$ cat config.mk
export PLATFORM = sky130hd
export DESIGN_NAME = sysctl_regfile
export DESIGN_NICKNAME = d
export VERILOG_FILES = /design/src/rtl/sysctl_pkg.sv /design/src/rtl/sysctl_access_check.sv /design/src/rtl/sysctl_reg_store.sv /design/src/rtl/sysctl_regfile.sv
export SDC_FILE = /design/constraint.sdc
export NUM_CORES = 1
export LEC_CHECK = 0
export CAP_MARGIN = 40
export CORE_UTILIZATION = 45
export CTS_CLUSTER_SIZE = 25
export DETAILED_ROUTE_END_ITERATION = 8
export PLACE_DENSITY = 0.73
export SYNTH_ARGS = -nofsm -noshare
export SYNTH_HDL_FRONTEND = slang
export SYNTH_SLANG_ARGS = --single-unit
$ cat constraint.sdc
create_clock -name clk -period 3.5 [get_ports clk]
set_input_delay 0.7 -clock clk [delete_from_list [all_inputs] [get_ports clk]]
set_output_delay 0.7 -clock clk [all_outputs]
set_load 0.02 [all_outputs]
$ cat src/rtl/sysctl_pkg.sv
// Package: shared widths, masks, mode and fault-cause encodings for the
// system control register file. Assumes a 64-bit machine word.
package sysctl_pkg;
    parameter int XLEN  = 64;
    parameter int IDX_W = 4;
    parameter int TPR_W = 4;
    parameter int HALF  = XLEN / 2;

    typedef enum logic [1:0] {
        MODE_REAL   = 2'd0,
        MODE_PROT   = 2'd1,
        MODE_COMPAT = 2'd2,
        MODE_LONG   = 2'd3
    } exec_mode_e;

    typedef enum logic [1:0] {
        FLT_NONE = 2'd0,
        FLT_GP   = 2'd1,
        FLT_UD   = 2'd2,
        FLT_NM   = 2'd3
    } fault_e;

    localparam logic [IDX_W-1:0] IDX_OPMODE = 4'd0;
    localparam logic [IDX_W-1:0] IDX_FADDR  = 4'd2;
    localparam logic [IDX_W-1:0] IDX_TBASE  = 4'd3;
    localparam logic [IDX_W-1:0] IDX_EXTEN  = 4'd4;
    localparam logic [IDX_W-1:0] IDX_PRIO   = 4'd8;

    // Bits kept in the operating-mode word (PE, TS, NE, WP, AM, NW, CD, PG).
    localparam logic [XLEN-1:0] OPMODE_KEEP = 64'h0000_0000_E005_0029;
    localparam logic [XLEN-1:0] OPMODE_ET   = 64'h0000_0000_0000_0010;
    // Table base keeps 63:52, 39:12 and the two cache-policy flags.
    localparam logic [XLEN-1:0] TBASE_KEEP  = 64'hFFF0_00FF_FFFF_F018;
    localparam logic [XLEN-1:0] TBASE_RSVD  = 64'h000F_FF00_0000_0000;
    localparam logic [XLEN-1:0] EXTEN_KEEP  = 64'h0000_0000_FFFF_FFFF;
    localparam logic [XLEN-1:0] PRIO_KEEP   = XLEN'((1 << TPR_W) - 1);
endpackage

$ cat src/rtl/sysctl_access_check.sv
// Access checker: purely combinational. Decides for the current request
// whether it is legal and which register it may write. Assumes the inputs
// are stable for the cycle in which req_valid is high.
module sysctl_access_check
    import sysctl_pkg::*;
(
    input  logic             req_valid,
    input  logic             req_write,
    input  logic [IDX_W-1:0] req_idx,
    input  logic [XLEN-1:0]  req_wdata,
    input  logic [1:0]       req_cpl,
    input  exec_mode_e       req_mode,
    input  logic             fp_issue,
    input  logic             ts_flag,
    output fault_e           cause,
    output logic             req_ok,
    output logic [XLEN-1:0]  eff_wdata,
    output logic [4:0]       wr_sel
);
    logic is_long;
    logic idx_known;
    logic upper_nz;

    // Narrow the write data to the width of the current mode.
    always_comb begin
        is_long   = (req_mode == MODE_LONG);
        eff_wdata = is_long ? req_wdata : {{HALF{1'b0}}, req_wdata[HALF-1:0]};
        upper_nz  = |eff_wdata[XLEN-1:HALF];
        idx_known = (req_idx == IDX_OPMODE) || (req_idx == IDX_FADDR) ||
                    (req_idx == IDX_TBASE)  || (req_idx == IDX_EXTEN) ||
                    (req_idx == IDX_PRIO);
    end

    // Rule evaluation in priority order: UD, privilege GP, value GP, NM.
    always_comb begin
        cause = FLT_NONE;
        if (!req_valid) begin
            if (fp_issue && ts_flag) cause = FLT_NM;
        end else if (!idx_known || (req_idx == IDX_PRIO && !is_long)) begin
            cause = FLT_UD;
        end else if (req_mode != MODE_REAL && req_cpl != 2'd0) begin
            cause = FLT_GP;
        end else if (req_write) begin
            if (req_idx == IDX_OPMODE &&
                (upper_nz || (eff_wdata[31] && !eff_wdata[0])))
                cause = FLT_GP;
            else if (req_idx == IDX_EXTEN && upper_nz)
                cause = FLT_GP;
            else if (req_idx == IDX_TBASE && |(eff_wdata & TBASE_RSVD))
                cause = FLT_GP;
        end
    end

    // Legal request flag and one-hot write enables {prio, exten, tbase, faddr, opmode}.
    always_comb begin
        req_ok = req_valid && (cause == FLT_NONE);
        wr_sel = '0;
        if (req_ok && req_write) begin
            wr_sel[0] = (req_idx == IDX_OPMODE);
            wr_sel[1] = (req_idx == IDX_FADDR);
            wr_sel[2] = (req_idx == IDX_TBASE);
            wr_sel[3] = (req_idx == IDX_EXTEN);
            wr_sel[4] = (req_idx == IDX_PRIO);
        end
    end
endmodule

$ cat src/rtl/sysctl_reg_store.sv
// Register storage: holds the five registers, applies the keep masks on
// write and sets the task-switched flag on a task-switch strobe. Assumes
// wr_sel is one-hot or zero and data is already width-narrowed.
module sysctl_reg_store
    import sysctl_pkg::*;
(
    input  logic            clk,
    input  logic            rst_n,
    input  logic [4:0]      wr_sel,
    input  logic [XLEN-1:0] wdata,
    input  logic            task_switch,
    output logic [XLEN-1:0] opmode_q,
    output logic [XLEN-1:0] faddr_q,
    output logic [XLEN-1:0] tbase_q,
    output logic [XLEN-1:0] exten_q,
    output logic [XLEN-1:0] prio_q
);
    logic [XLEN-1:0] keep_mask [5];
    logic [XLEN-1:0] regs_q    [5];

    assign keep_mask[0] = OPMODE_KEEP;
    assign keep_mask[1] = '1;
    assign keep_mask[2] = TBASE_KEEP;
    assign keep_mask[3] = EXTEN_KEEP;
    assign keep_mask[4] = PRIO_KEEP;

    for (genvar g = 1; g < 5; g++) begin : g_plain
        // Masked load of one plain register.
        always_ff @(posedge clk) begin
            if (!rst_n)         regs_q[g] <= '0;
            else if (wr_sel[g]) regs_q[g] <= wdata & keep_mask[g];
        end
    end

    // Operating-mode word: masked load, task switch ORs in bit 3.
    always_ff @(posedge clk) begin
        if (!rst_n) begin
            regs_q[0] <= '0;
        end else begin
            if (wr_sel[0]) regs_q[0] <= (wdata & keep_mask[0]) | {{(XLEN-4){1'b0}}, task_switch, 3'b000};
            else if (task_switch) regs_q[0][3] <= 1'b1;
        end
    end

    assign opmode_q = regs_q[0] | OPMODE_ET;
    assign faddr_q  = regs_q[1];
    assign tbase_q  = regs_q[2];
    assign exten_q  = regs_q[3];
    assign prio_q   = regs_q[4];
endmodule

$ cat src/rtl/sysctl_regfile.sv
// Top: system control register file. Checks each move-to/move-from
// request, updates storage or returns data, and reports faults one cycle
// later. Assumes one request per cycle at most and a core that holds the
// mode and privilege steady for the request cycle.
module sysctl_regfile
    import sysctl_pkg::*;
(
    input  logic        clk,
    input  logic        rst_n,
    input  logic        req_valid,
    input  logic        req_write,
    input  logic [3:0]  req_idx,
    input  logic [63:0] req_wdata,
    input  logic [1:0]  req_cpl,
    input  logic [1:0]  req_mode,
    input  logic        task_switch,
    input  logic        fp_issue,
    output logic        rsp_valid,
    output logic [63:0] rsp_rdata,
    output logic        fault_valid,
    output logic [1:0]  fault_cause,
    output logic        prot_en,
    output logic        paging_en,
    output logic        wr_protect,
    output logic        cache_dis,
    output logic        task_sw,
    output logic [3:0]  tpr
);
    exec_mode_e      mode_e;
    fault_e          cause;
    logic            req_ok;
    logic [XLEN-1:0] eff_wdata;
    logic [4:0]      wr_sel;
    logic [XLEN-1:0] opmode_q, faddr_q, tbase_q, exten_q, prio_q;
    logic [XLEN-1:0] rd_mux;

    assign mode_e = exec_mode_e'(req_mode);

    sysctl_access_check u_check (
        .req_valid (req_valid),
        .req_write (req_write),
        .req_idx   (req_idx),
        .req_wdata (req_wdata),
        .req_cpl   (req_cpl),
        .req_mode  (mode_e),
        .fp_issue  (fp_issue),
        .ts_flag   (opmode_q[3]),
        .cause     (cause),
        .req_ok    (req_ok),
        .eff_wdata (eff_wdata),
        .wr_sel    (wr_sel)
    );

    sysctl_reg_store u_store (
        .clk         (clk),
        .rst_n       (rst_n),
        .wr_sel      (wr_sel),
        .wdata       (eff_wdata),
        .task_switch (task_switch),
        .opmode_q    (opmode_q),
        .faddr_q     (faddr_q),
        .tbase_q     (tbase_q),
        .exten_q     (exten_q),
        .prio_q      (prio_q)
    );

    // Read selection, narrowed to 32 bits outside 64-bit mode.
    always_comb begin
        case (req_idx)
            IDX_OPMODE: rd_mux = opmode_q;
            IDX_FADDR:  rd_mux = faddr_q;
            IDX_TBASE:  rd_mux = tbase_q;
            IDX_EXTEN:  rd_mux = exten_q;
            IDX_PRIO:   rd_mux = prio_q;
            default:    rd_mux = '0;
        endcase
        if (mode_e != MODE_LONG) rd_mux[XLEN-1:HALF] = '0;
    end

    // Registered response and fault pulses.
    always_ff @(posedge clk) begin
        if (!rst_n) begin
            rsp_valid   <= 1'b0;
            rsp_rdata   <= '0;
            fault_valid <= 1'b0;
            fault_cause <= FLT_NONE;
        end else begin
            rsp_valid   <= req_ok;
            rsp_rdata   <= (req_ok && !req_write) ? rd_mux : '0;
            fault_valid <= (cause != FLT_NONE);
            fault_cause <= cause;
        end
    end

    assign prot_en    = opmode_q[0];
    assign paging_en  = opmode_q[31];
    assign wr_protect = opmode_q[16];
    assign cache_dis  = opmode_q[30];
    assign task_sw    = opmode_q[3];
    assign tpr        = prio_q[TPR_W-1:0];

    assert_rsp_fault_excl_R2: assert property (@(posedge clk) disable iff (!rst_n)
        !(rsp_valid && fault_valid));

    assert_prio_outside_long_R11: assert property (@(posedge clk) disable iff (!rst_n)
        (req_valid && req_idx == IDX_PRIO && mode_e != MODE_LONG)
        |=> (fault_valid && fault_cause == FLT_UD));

    assert_cpl_gp_R4: assert property (@(posedge clk) disable iff (!rst_n)
        (req_valid && mode_e != MODE_REAL && req_cpl != 2'd0 &&
         (req_idx == IDX_OPMODE || req_idx == IDX_FADDR || req_idx == IDX_TBASE ||
          req_idx == IDX_EXTEN || (req_idx == IDX_PRIO && mode_e == MODE_LONG)))
        |=> (fault_valid && fault_cause == FLT_GP));

    assert_paging_needs_prot_R7: assert property (@(posedge clk) disable iff (!rst_n)
        (req_valid && req_write && req_idx == IDX_OPMODE && req_wdata[31] && !req_wdata[0])
        |=> (fault_valid && $stable(paging_en) && $stable(prot_en)));

    assert_fault_keeps_faddr_R12: assert property (@(posedge clk) disable iff (!rst_n)
        (req_valid && cause != FLT_NONE) |=> $stable(faddr_q) && $stable(tbase_q));

    assert_task_switch_sets_R13: assert property (@(posedge clk) disable iff (!rst_n)
        task_switch |=> task_sw);

    assert_nm_on_fp_R13: assert property (@(posedge clk) disable iff (!rst_n)
        (!req_valid && fp_issue && task_sw) |=> (fault_valid && fault_cause == FLT_NM));
endmodule

==> run metrics, run 1 <==
register-to-register setup slack=2330 ps; I/O pin total=155; total track usage=0.1966; post-DR wirelength/cell=17.15 um; Syn Area/Cell=12.26 um^2; footprint of the multi-input gates=2407 um^2; post-layout net count=933; Layout Skew=5.127 ps; final slew viol count=0; proportion of synthesized chip area in sequential cells=0.6923; worst min-delay path class=flip-flop to flip-flop; die height=139.2 um; dpl cells=1059; detail-routed via count per cell=5.169; CP top delay family=simple AND/OR/NAND/NOR gates; pin count of the biggest net entering global routing=43; Hold Path Origin=u_store.regs_q[0][114]; number of cells upsized or downsized after cts=0; Clock Sinks=218; Yosys warnings=0; critical setup path kind=input pin to flip-flop; post-route insts no fill=1100; Post-CTS Repair Setup Buffers=0; Crit Path Max Fanout=27; diode count=0; routed wire length=18870 um; post-detail-place hpwl=12250 um; reported leakage power=3.950 nW; critical path buffer and inverter count=2; power dissipated by switching net loads=1.120 mW; Int Pwr=4.336 mW; combined area of all synthesized cells=8473 um^2; share of flip-flops with an asynchronous set or reset after synthesis=0; floorplan die area=19380 um^2; critical path data arrival time=2940 ps; proportion of total power due to net switching=0.2053; Fin. Hold Viols=0; outcome=finished with violations; routability-driven placement congestion ratio=0.8255; TritonCTS clock tree=yes; via count of the first global-routing pass=5572; buffers added on ports=154; Post-Synthesis Cells=691; violations in the final reports=design-rule violations; Chip Width=139.2 um; Starting Density=0.4653; clock-pin slew on the worst setup and hold paths=60 ps; Worst Tran Pin Value=791.8 ps; hold buffer count at cts=0; combined flip-flop and latch cell area=5866 um^2; clk_lat worst skew=490 ps; Slew Limit Headroom=0.4721; crit path launch type=input pin; net count of the mapped netlist=769; setup TNS=0 ps; count of flip-flops with a built-in enable after synthesis=150; Seq cells post-synth=218; fin crit share=0.7746; cell at the root of the clock tree=sky130_fd_sc_hd__clkbuf_16; min Tclk post-route=2711 ps; P per Cell Area=493.8 nW/um^2; combinational share of power=0.064; top cells by area, synth=sky130_fd_sc_hd__edfxtp_1 (53%), sky130_fd_sc_hd__dfxtp_1 (16%), sky130_fd_sc_hd__nor2_1 (7.4%), sky130_fd_sc_hd__mux2i_1 (5.8%), sky130_fd_sc_hd__and2_1 (5.0%); slowest CP cell=sky130_fd_sc_hd__clkdlybuf4s50_1; number of filler instances in the final layout=1455; Clock Power Share=0.410; final core utilization=0.6069; CP required=3730 ps; Post-DP Area=10340 um^2; area delta synth->final=30.42%; number of distinct library cells after synthesis=46; startpoint of the worst register-to-register path=u_store.regs_q[0][3]; capturing element type of the critical path=flip-flop; ratio of cells with drive above 1 in the final layout=0.08266; top flip-flop cell by instance count after synthesis=sky130_fd_sc_hd__edfxtp_1; first-pass GRT wire length=29460 um; post-route DRC violation count=6; top cell type by total area after synthesis=sky130_fd_sc_hd__edfxtp_1; placeable core area=18210 um^2; remaining antenna violation count after routing=0; overall overflow remaining after global route=0; top cell type's share of synthesized area=0.5316; Hold Crit Depth=1; number of antenna violations at the first check in global routing=0; max-cap check violation count=0; cells traversed along the worst timing path=clkdlybuf4s50_1, or2_2, a211oi_1, nand2_1, nand4_2, buf_4, nor2_1; biggest cell delay along the critical path=560 ps; end of the worst hold path=rsp_rdata[50]; sequential cell fraction of total power=0.526; RSZ-0062 raised after global routing=no; worst ir drop on vdd=0.4025 mV; final-report setup violation count=0; total clock buffers created by CTS=23; FP Rows=49; Max Fclk=0.3689 GHz; number of buffers on the longest clock path=3; overall via count from detail_route=5686; htree depth=1; detailed router's first-iteration violation count=416; 1st-pass router iterations=8; cell area after layout=11050 um^2; endpoint of the lowest-slack register-to-register path=fault_valid; number of cell instances on the worst register-to-register path=3
layout by cell type (no fill, tap or decap), types with 21 or more instances in the layout:
cell type	Yosys	layout
sky130_fd_sc_hd__a21oi_1	23	23
sky130_fd_sc_hd__and2_1	68	68
sky130_fd_sc_hd__buf_4	5	21
sky130_fd_sc_hd__clkbuf_16	0	23
sky130_fd_sc_hd__clkdlybuf4s50_1	0	152
sky130_fd_sc_hd__dfxtp_1	68	68
sky130_fd_sc_hd__edfxtp_1	150	150
sky130_fd_sc_hd__mux2i_1	49	49
sky130_fd_sc_hd__nand2_1	49	46
sky130_fd_sc_hd__nor2_1	166	165
through the flow:
step / hold slack (ps) / setup WS [ps] / power [mW]
2_1_floorplan: 420.3 / 80.82 / 3.083
3_3_place_gp: 424.3 / 444.1 / 3.267
3_5_place_dp: 425.2 / 311.5 / 3.273
4_1_cts: 437.9 / 830.8 / 5.498
5_1_grt: 449.4 / 626.7 / 5.632
6_report: 436.2 / 789.0 / 5.456
cells by family (layout without fill, tap and decap cells):
kind of cell / count (synthesis) / count (layout) / synth area share
AO/OA/AOI/OAI: 53 / 53 / 0.04149
buffers and inverters: 44 / 224 / 0.02540
flip-flops: 218 / 218 / 0.6923
multiplexers: 50 / 50 / 0.05921
AND/OR/NAND/NOR: 326 / 326 / 0.1816
routing by layer:
layer | track usage | wire length [um]
met1 | 0.2480 | 7670
met5 | 0 | 0
met3 | 0.03992 | 1505
met2 | 0.3332 | 9158
met4 | 0.07544 | 532
cell usage after synthesis (2+ instances only):
library cell / n
sky130_fd_sc_hd__nor2_1: 166
sky130_fd_sc_hd__edfxtp_1: 150
sky130_fd_sc_hd__and2_1: 68
sky130_fd_sc_hd__dfxtp_1: 68
sky130_fd_sc_hd__mux2i_1: 49
sky130_fd_sc_hd__nand2_1: 49
sky130_fd_sc_hd__a21oi_1: 23
sky130_fd_sc_hd__clkbuf_1: 22
sky130_fd_sc_hd__nor4_1: 11
sky130_fd_sc_hd__nand3_1: 7
sky130_fd_sc_hd__a22oi_1: 6
sky130_fd_sc_hd__buf_2: 6
sky130_fd_sc_hd__buf_4: 5
sky130_fd_sc_hd__nor3_1: 5
sky130_fd_sc_hd__o22a_1: 5
sky130_fd_sc_hd__inv_1: 4
sky130_fd_sc_hd__nand3b_1: 4
sky130_fd_sc_hd__a222oi_1: 3
sky130_fd_sc_hd__buf_1: 3
sky130_fd_sc_hd__buf_6: 3
sky130_fd_sc_hd__nand4_1: 3
sky130_fd_sc_hd__o21ai_0: 3
sky130_fd_sc_hd__a211oi_1: 2
sky130_fd_sc_hd__a21o_1: 2
sky130_fd_sc_hd__nand4_2: 2
sky130_fd_sc_hd__o22ai_1: 2
flip-flops by register name, indices dropped and copies added (netlist names):
name,count
rsp_rdata,64
u_store.regs_q,150
fault_cause,2
fault_valid,1
rsp_valid,1
worst max-delay path by stage:
stage,cells past startpoint,to,start
finish,7,u_store.regs_q[0][219],req_idx[1]
global route,7,u_store.regs_q[0][203],req_idx[1]
CTS,7,u_store.regs_q[0][205],req_idx[1]
detailed placement,7,u_store.regs_q[0][219],req_idx[1]
global placement,6,u_store.regs_q[0][201],req_idx[3]
floorplan,8,u_store.regs_q[0][131],req_idx[1]
final cells by class:
type | count | share of cell area
sequential | 218 | 0.5308
multi-input combinational | 429 | 0.2178
timing repair buffer | 179 | 0.1601
clock buffer | 34 | 0.06125
tap | 229 | 0.02593
clock inverter | 7 | 0.002717
inverter | 4 | 0.001359
power by group through the flow:
stage	Clock, mW	Combinational [mW]	Sequential, mW
4_1_cts	2.28	0.349	2.87
5_1_grt	2.38	0.375	2.88
3_3_place_gp	0	0.346	2.92
2_1_floorplan	0	0.153	2.93
3_5_place_dp	0	0.348	2.93
6_report	2.24	0.347	2.87
(Power assumes the default switching activity.)
==> run 2, diff against run 1 <==
--- a/config.mk
+++ b/config.mk
@@ -9,7 +9,7 @@
 export CORE_UTILIZATION = 45
 export CTS_CLUSTER_SIZE = 25
 export DETAILED_ROUTE_END_ITERATION = 8
-export PLACE_DENSITY = 0.73
+export PLACE_DENSITY = 0.7
 export SYNTH_ARGS = -nofsm -noshare
 export SYNTH_HDL_FRONTEND = slang
 export SYNTH_SLANG_ARGS = --single-unit
==> constraint.sdc (replaced) <==
create_clock -name clk -period 2.8 [get_ports clk]
set_input_delay 0.56 -clock clk [delete_from_list [all_inputs] [get_ports clk]]
set_output_delay 0.56 -clock clk [all_outputs]
set_load 0.02 [all_outputs]
==> run metrics, run 2 (synthesis gave the netlist of run 1 again) <==
number of cells upsized or downsized after cts=0 (unchanged); placeable core area=18210 um^2 (unchanged); Worst Tran Pin Value=721.3 ps (was 791.8 ps); FP Rows=49 (unchanged); critical path data arrival time=2640 ps (was 2940 ps); Post-DP Area=10480 um^2 (was 10340 um^2); overall overflow remaining after global route=0 (unchanged); worst min-delay path class=input pin to flip-flop (was flip-flop to flip-flop); detailed router's first-iteration violation count=439 (was 416); ratio of cells with drive above 1 in the final layout=0.09389 (was 0.08266); capturing element type of the critical path=flip-flop (unchanged); first-pass GRT wire length=29680 um (was 29460 um); worst ir drop on vdd=0.5744 mV (was 0.4025 mV); startpoint of the worst register-to-register path=u_store.regs_q[0][3] (unchanged); die height=139.2 um (unchanged); fin crit share=0.8915; Layout Skew=10.11 ps (was 5.127 ps); commonest cells after routing, fill and taps aside=sky130_fd_sc_hd__nor2_1 (166), sky130_fd_sc_hd__clkdlybuf4s50_1 (152), sky130_fd_sc_hd__edfxtp_1 (150) (was sky130_fd_sc_hd__nor2_1 (165), sky130_fd_sc_hd__clkdlybuf4s50_1 (152), sky130_fd_sc_hd__edfxtp_1 (150)); Fin. Hold Viols=0 (unchanged); number of buffers on the longest clock path=3 (unchanged); number of cell instances on the worst register-to-register path=3 (unchanged); cell at the root of the clock tree=sky130_fd_sc_hd__clkbuf_16 (unchanged); final slew viol count=0 (unchanged); pin count of the biggest net entering global routing=44 (was 43); total track usage=0.1966 (about the same); number of flip-flops in the largest register=150 (unchanged); critical setup path kind=input pin to flip-flop (unchanged); Setup Slack @ Placement=-110.0 ps (was 311.5 ps); CP required=2950 ps (was 3730 ps); htree depth=1 (unchanged); Starting Density=0.4653 (unchanged); cell area after layout=11190 um^2 (was 11050 um^2); biggest registers after layout=u_store.regs_q: 150 flops, rsp_rdata: 64 flops, fault_cause: 2 flops (unchanged); via count of the first global-routing pass=5725 (was 5572); post-DR wirelength/cell=17.03 um (was 17.15 um); TritonCTS clock tree=yes (unchanged); clk_lat worst skew=500 ps (was 490 ps); remaining antenna violation count after routing=0 (unchanged); floorplan die area=19380 um^2 (unchanged); outcome=finished with violations (unchanged); routability-driven placement congestion ratio=0.8490 (was 0.8255); Chip Width=139.2 um (unchanged); P per Cell Area=612.0 nW/um^2 (was 493.8 nW/um^2); Hold Crit Depth=2 (was 1); Post-CTS Repair Setup Buffers=0 (unchanged); detail-routed via count per cell=5.181 (was 5.169); post-route DRC violation count=14 (was 6); post-layout net count=945 (was 933); commonest non-fill, non-tap cell in the layout=sky130_fd_sc_hd__nor2_1 (unchanged); buffers added on ports=154 (unchanged); post-detail-place hpwl=12670 um (was 12250 um); Crit Path Max Fanout=8 (was 27); routed wire length=18970 um (was 18870 um); area delta synth->final=32.04% (was 30.42%); Clock Sinks=218 (unchanged); Max Fclk=0.4006 GHz; I/O pin total=155 (unchanged); number of antenna violations at the first check in global routing=1 (was 0); register-to-register setup slack=1710 ps (was 2330 ps); endpoint of the lowest-slack register-to-register path=fault_valid (unchanged); register with the most flip-flops=u_store.regs_q (unchanged); total clock buffers created by CTS=23 (unchanged); max-cap check violation count=0 (unchanged); Slew Limit Headroom=0.5147 (was 0.4721); crit path launch type=input pin (unchanged); crit path setup slack, layout=303.7 ps (was 789.0 ps); Crit. Startpoint=req_idx[2] (was req_idx[1]); hold buffer count at cts=0 (unchanged); CP Capture Point=u_store.regs_q[0][3] (was u_store.regs_q[0][219]); clock-pin slew on the worst setup and hold paths=60 ps (about the same); 1st-pass router iterations=9 (was 8); RSZ-0062 raised after global routing=no (unchanged); final-report setup violation count=0 (unchanged); violations in the final reports=design-rule violations (unchanged); reported leakage power=4.014 nW (was 3.950 nW); overall via count from detail_route=5772 (was 5686); min Tclk post-route=2496 ps
-- run 2: cell types whose count changed in the layout (fill, tap and decap cells not counted), moves of 2 or more --
cell | before | now
sky130_fd_sc_hd__buf_12 | 4 | 8
sky130_fd_sc_hd__buf_4 | 21 | 29
sky130_fd_sc_hd__clkbuf_1 | 5 | 8
sky130_fd_sc_hd__clkbuf_8 | 6 | 1
sky130_fd_sc_hd__clkinv_1 | 4 | 2
sky130_fd_sc_hd__clkinvlp_4 | 0 | 2
-- run 2: critical path, cell delays in order --
cell                              delay (ps)
sky130_fd_sc_hd__clkdlybuf4s50_1         610
sky130_fd_sc_hd__buf_4                   270
sky130_fd_sc_hd__nor4_1                  550
sky130_fd_sc_hd__nand2_1                 160
sky130_fd_sc_hd__o311ai_0                480
-- run 2: worst min-delay path by stage --
| stage | start | to | slack (ps) |
|---|---|---|---|
| 2_1_floorplan | u_store.regs_q[0][104] | rsp_rdata[40] | 420 |
| 3_3_place_gp | u_store.regs_q[0][108] | rsp_rdata[44] | 430 |
| 6_report | rst_n | fault_valid | 400 |
| 3_5_place_dp | u_store.regs_q[0][106] | rsp_rdata[42] | 430 |
| 5_1_grt | rst_n | fault_valid | 390 |
| 4_1_cts | rst_n | fault_valid | 370 |
-- run 2: power breakdown --
group	internal [mW]	total, mW	switching, mW
clock	1.64	2.81	1.17
combinational	0.215	0.444	0.229
sequential	3.55	3.59	0.0363
total	5.41	6.85	1.44
-- run 2: stage by stage --
stage                     hold slack, ps  TNS [ps]  power (mW)  std cells  utilization
after floorplan                    420.3     -2611       3.854        691            -
after global placement             425.3     -1858       4.088       1071       0.5756
after detailed placement           426.3     -4680       4.101       1071       0.5756
after CTS                          374.4         0       6.909       1113       0.6143
after global routing               394.1         0       7.049       1114       0.6144
final                              400.9         0       6.847       1114       0.6144
-- run 2: area by class of cell --
cell class / count / area [um^2]
fill: 1411 / 7020
sequential: 218 / 5866
multi-input combinational: 429 / 2405
timing repair buffer: 191 / 1909
clock buffer: 32 / 619.3
tap: 229 / 286.5
clock inverter: 10 / 85.08
inverter: 4 / 15.01
antenna: 1 / 2.502
-- run 2: routing by layer --
layer / up-vias / global-route usage / part of all wire
met3: 29 / 0.03131 / 0.070
li1: 2762 / - / -
met2: 247 / 0.3351 / 0.49
met4: 0 / 0.07368 / 0.019
met1: 2734 / 0.2528 / 0.42
met5: - / 0 / 0
==> run 3, diff against run 2 <==
--- a/config.mk
+++ b/config.mk
@@ -9,6 +9,7 @@
 export CORE_UTILIZATION = 45
 export CTS_CLUSTER_SIZE = 25
 export DETAILED_ROUTE_END_ITERATION = 8
+export GPL_TIMING_DRIVEN = 0
 export PLACE_DENSITY = 0.7
 export SYNTH_ARGS = -nofsm -noshare
 export SYNTH_HDL_FRONTEND = slang
==> run metrics, run 3 (synthesis gave the netlist of run 1 again) <==
outcome=finished with violations (unchanged); violations in the final reports=design-rule violations (unchanged); hold buffer count at cts=0 (unchanged); commonest non-fill, non-tap cell in the layout=sky130_fd_sc_hd__nor2_1 (unchanged); Clock Sinks=218 (unchanged); Max Fclk=0.3727 GHz (was 0.4006 GHz); routed wire length=19920 um (was 18970 um); final-report setup violation count=0 (unchanged); buffers added on ports=150 (was 154); Worst Tran Pin Value=870.7 ps (was 721.3 ps); Chip Width=139.2 um (unchanged); RSZ-0062 raised after global routing=no (unchanged); diode count=0 (was 1); placeable core area=18210 um^2 (unchanged); max-cap check violation count=0 (unchanged); post-route insts no fill=1121 (was 1114); TritonCTS clock tree=yes (unchanged); crit path setup slack, layout=116.9 ps (was 303.7 ps); remaining antenna violation count after routing=0 (unchanged); Fin. Hold Viols=0 (unchanged); total clock buffers created by CTS=23 (unchanged); htree depth=1 (unchanged); FP Rows=49 (unchanged); detail-routed via count per cell=5.228 (was 5.181); number of filler instances in the final layout=1473 (was 1411); critical path data arrival time=2930 ps (was 2640 ps); ratio of cells with drive above 1 in the final layout=0.09193 (was 0.09389); overall overflow remaining after global route=0 (unchanged); first-pass GRT wire length=30200 um (was 29680 um); min Tclk post-route=2683 ps (was 2496 ps); pin count of the biggest net entering global routing=39 (was 44); number of antenna violations at the first check in global routing=0 (was 1); worst min-delay path class=input pin to flip-flop (unchanged); worst ir drop on vdd=0.3815 mV (was 0.5744 mV); cell area after layout=11290 um^2 (was 11190 um^2); P per Cell Area=622.1 nW/um^2 (was 612.0 nW/um^2); capturing element type of the critical path=flip-flop (unchanged); die height=139.2 um (unchanged); Starting Density=0.4653 (unchanged); combined flip-flop and latch cell area=5866 um^2 (unchanged); total power after layout=7.024 mW (was 6.847 mW); fin crit share=0.9583 (was 0.8915); post-DR wirelength/cell=17.77 um (was 17.03 um); routability-driven placement congestion ratio=0.8297 (was 0.8490); biggest registers after layout=u_store.regs_q: 150 flops, rsp_rdata: 64 flops, fault_cause: 2 flops (unchanged); floorplan die area=19380 um^2 (unchanged); post-route DRC violation count=14 (unchanged); crit path launch type=input pin (unchanged); post-detail-place hpwl=13090 um (was 12670 um); detailed router's first-iteration violation count=429 (was 439); final slew viol count=0 (unchanged); reported leakage power=4.018 nW (was 4.014 nW); setup TNS=0 ps (unchanged); Slew Limit Headroom=0.4195 (was 0.5147); Crit Path Max Fanout=18 (was 8); via count of the first global-routing pass=5572 (was 5725); dpl cells=1074 (was 1071); area delta synth->final=33.24% (was 32.04%); overall via count from detail_route=5861 (was 5772); commonest cells after routing, fill and taps aside=sky130_fd_sc_hd__nor2_1 (165), sky130_fd_sc_hd__clkdlybuf4s50_1 (150), sky130_fd_sc_hd__edfxtp_1 (150) (was sky130_fd_sc_hd__nor2_1 (166), sky130_fd_sc_hd__clkdlybuf4s50_1 (152), sky130_fd_sc_hd__edfxtp_1 (150)); clk_lat worst skew=500 ps (about the same); CP required=3050 ps (was 2950 ps); I/O pin total=155 (unchanged); Setup Slack @ Placement=-1013 ps (was -110.0 ps); footprint of the multi-input gates=2501 um^2 (was 2405 um^2); number of buffers on the longest clock path=3 (unchanged); critical setup path kind=input pin to flip-flop (unchanged); total track usage=0.2026 (was 0.1966); register with the most flip-flops=u_store.regs_q (unchanged); number of flip-flops in the largest register=150 (unchanged); Post-DP Area=10340 um^2 (was 10480 um^2); cell at the root of the clock tree=sky130_fd_sc_hd__clkbuf_16 (unchanged); clock-pin slew on the worst setup and hold paths=60 ps (about the same); 1st-pass router iterations=7 (was 9); Layout Skew=10.37 ps (was 10.11 ps); post-layout net count=954 (was 945)
==> run 3: final cells by class <==
cell class	instances	share of cell area
buffer	40	0.01873
clock buffer	36	0.06450
clock inverter	5	0.002438
inverter	4	0.001330
multi-input combinational	429	0.2215
sequential	218	0.5196
tap	229	0.02538
timing repair buffer	160	0.1465
==> run 3: path summary, 6_finish.rpt <==
path	startpoint	end	slack [ps]	cells past startpoint
worst min register to register	u_store.regs_q[0][113]	rsp_rdata[49]	440	1
worst max-delay path	req_idx[0]	u_store.regs_q[0][187]	120	9
worst min-delay path	req_valid	fault_cause[1]	420	3
worst max register to register	u_store.regs_q[0][3]	fault_valid	1670	3
==> run 3: critical path, stage by stage <==
cell and delay (ps):
sky130_fd_sc_hd__clkdlybuf4s50_1 470, sky130_fd_sc_hd__or3_1 350, sky130_fd_sc_hd__buf_2 220, sky130_fd_sc_hd__a311o_1 350
sky130_fd_sc_hd__buf_4 190, sky130_fd_sc_hd__nand4_4 190, sky130_fd_sc_hd__buf_6 200, sky130_fd_sc_hd__nand2_8 150
sky130_fd_sc_hd__buf_12 230
==> run 3: metrics by stage <==
step                        util  hold slack [ps]
final                     0.6200            417.6
after global routing      0.6200            448.4
after CTS                 0.6141            403.5
after detailed placement  0.5678            424.5
after global placement    0.5639            422.8
after floorplan                -            420.3
==> run 3: what timing repair did <==
action                                  in CTS  in global routing
gates cloned                                 0                  4
resized for setup                           13                 11
endpoints found under the setup margin     138                 66
pin swaps                                    1                  2
endpoints found under the hold margin        0                  0
setup buffers                                2                  0
==> run 3: power breakdown <==
part | internal (mW) | switching, mW | leakage, nW | total [mW]
Combinational | 0.211 | 0.243 | 1.67 | 0.454
Sequential | 3.55 | 0.0332 | 1.97 | 3.59
Clock | 1.79 | 1.20 | 0.377 | 2.98
Total | 5.55 | 1.47 | 4.02 | 7.02
==> run 3: routing by layer <==
layer  GRT usage  up-vias  routed length [um]
met5           0        -                   0
met4     0.05556        0                 386
met3     0.03648       36                1654
met2      0.3451      247                9685
met1      0.2659     2791                8198
li1            -     2787                   -
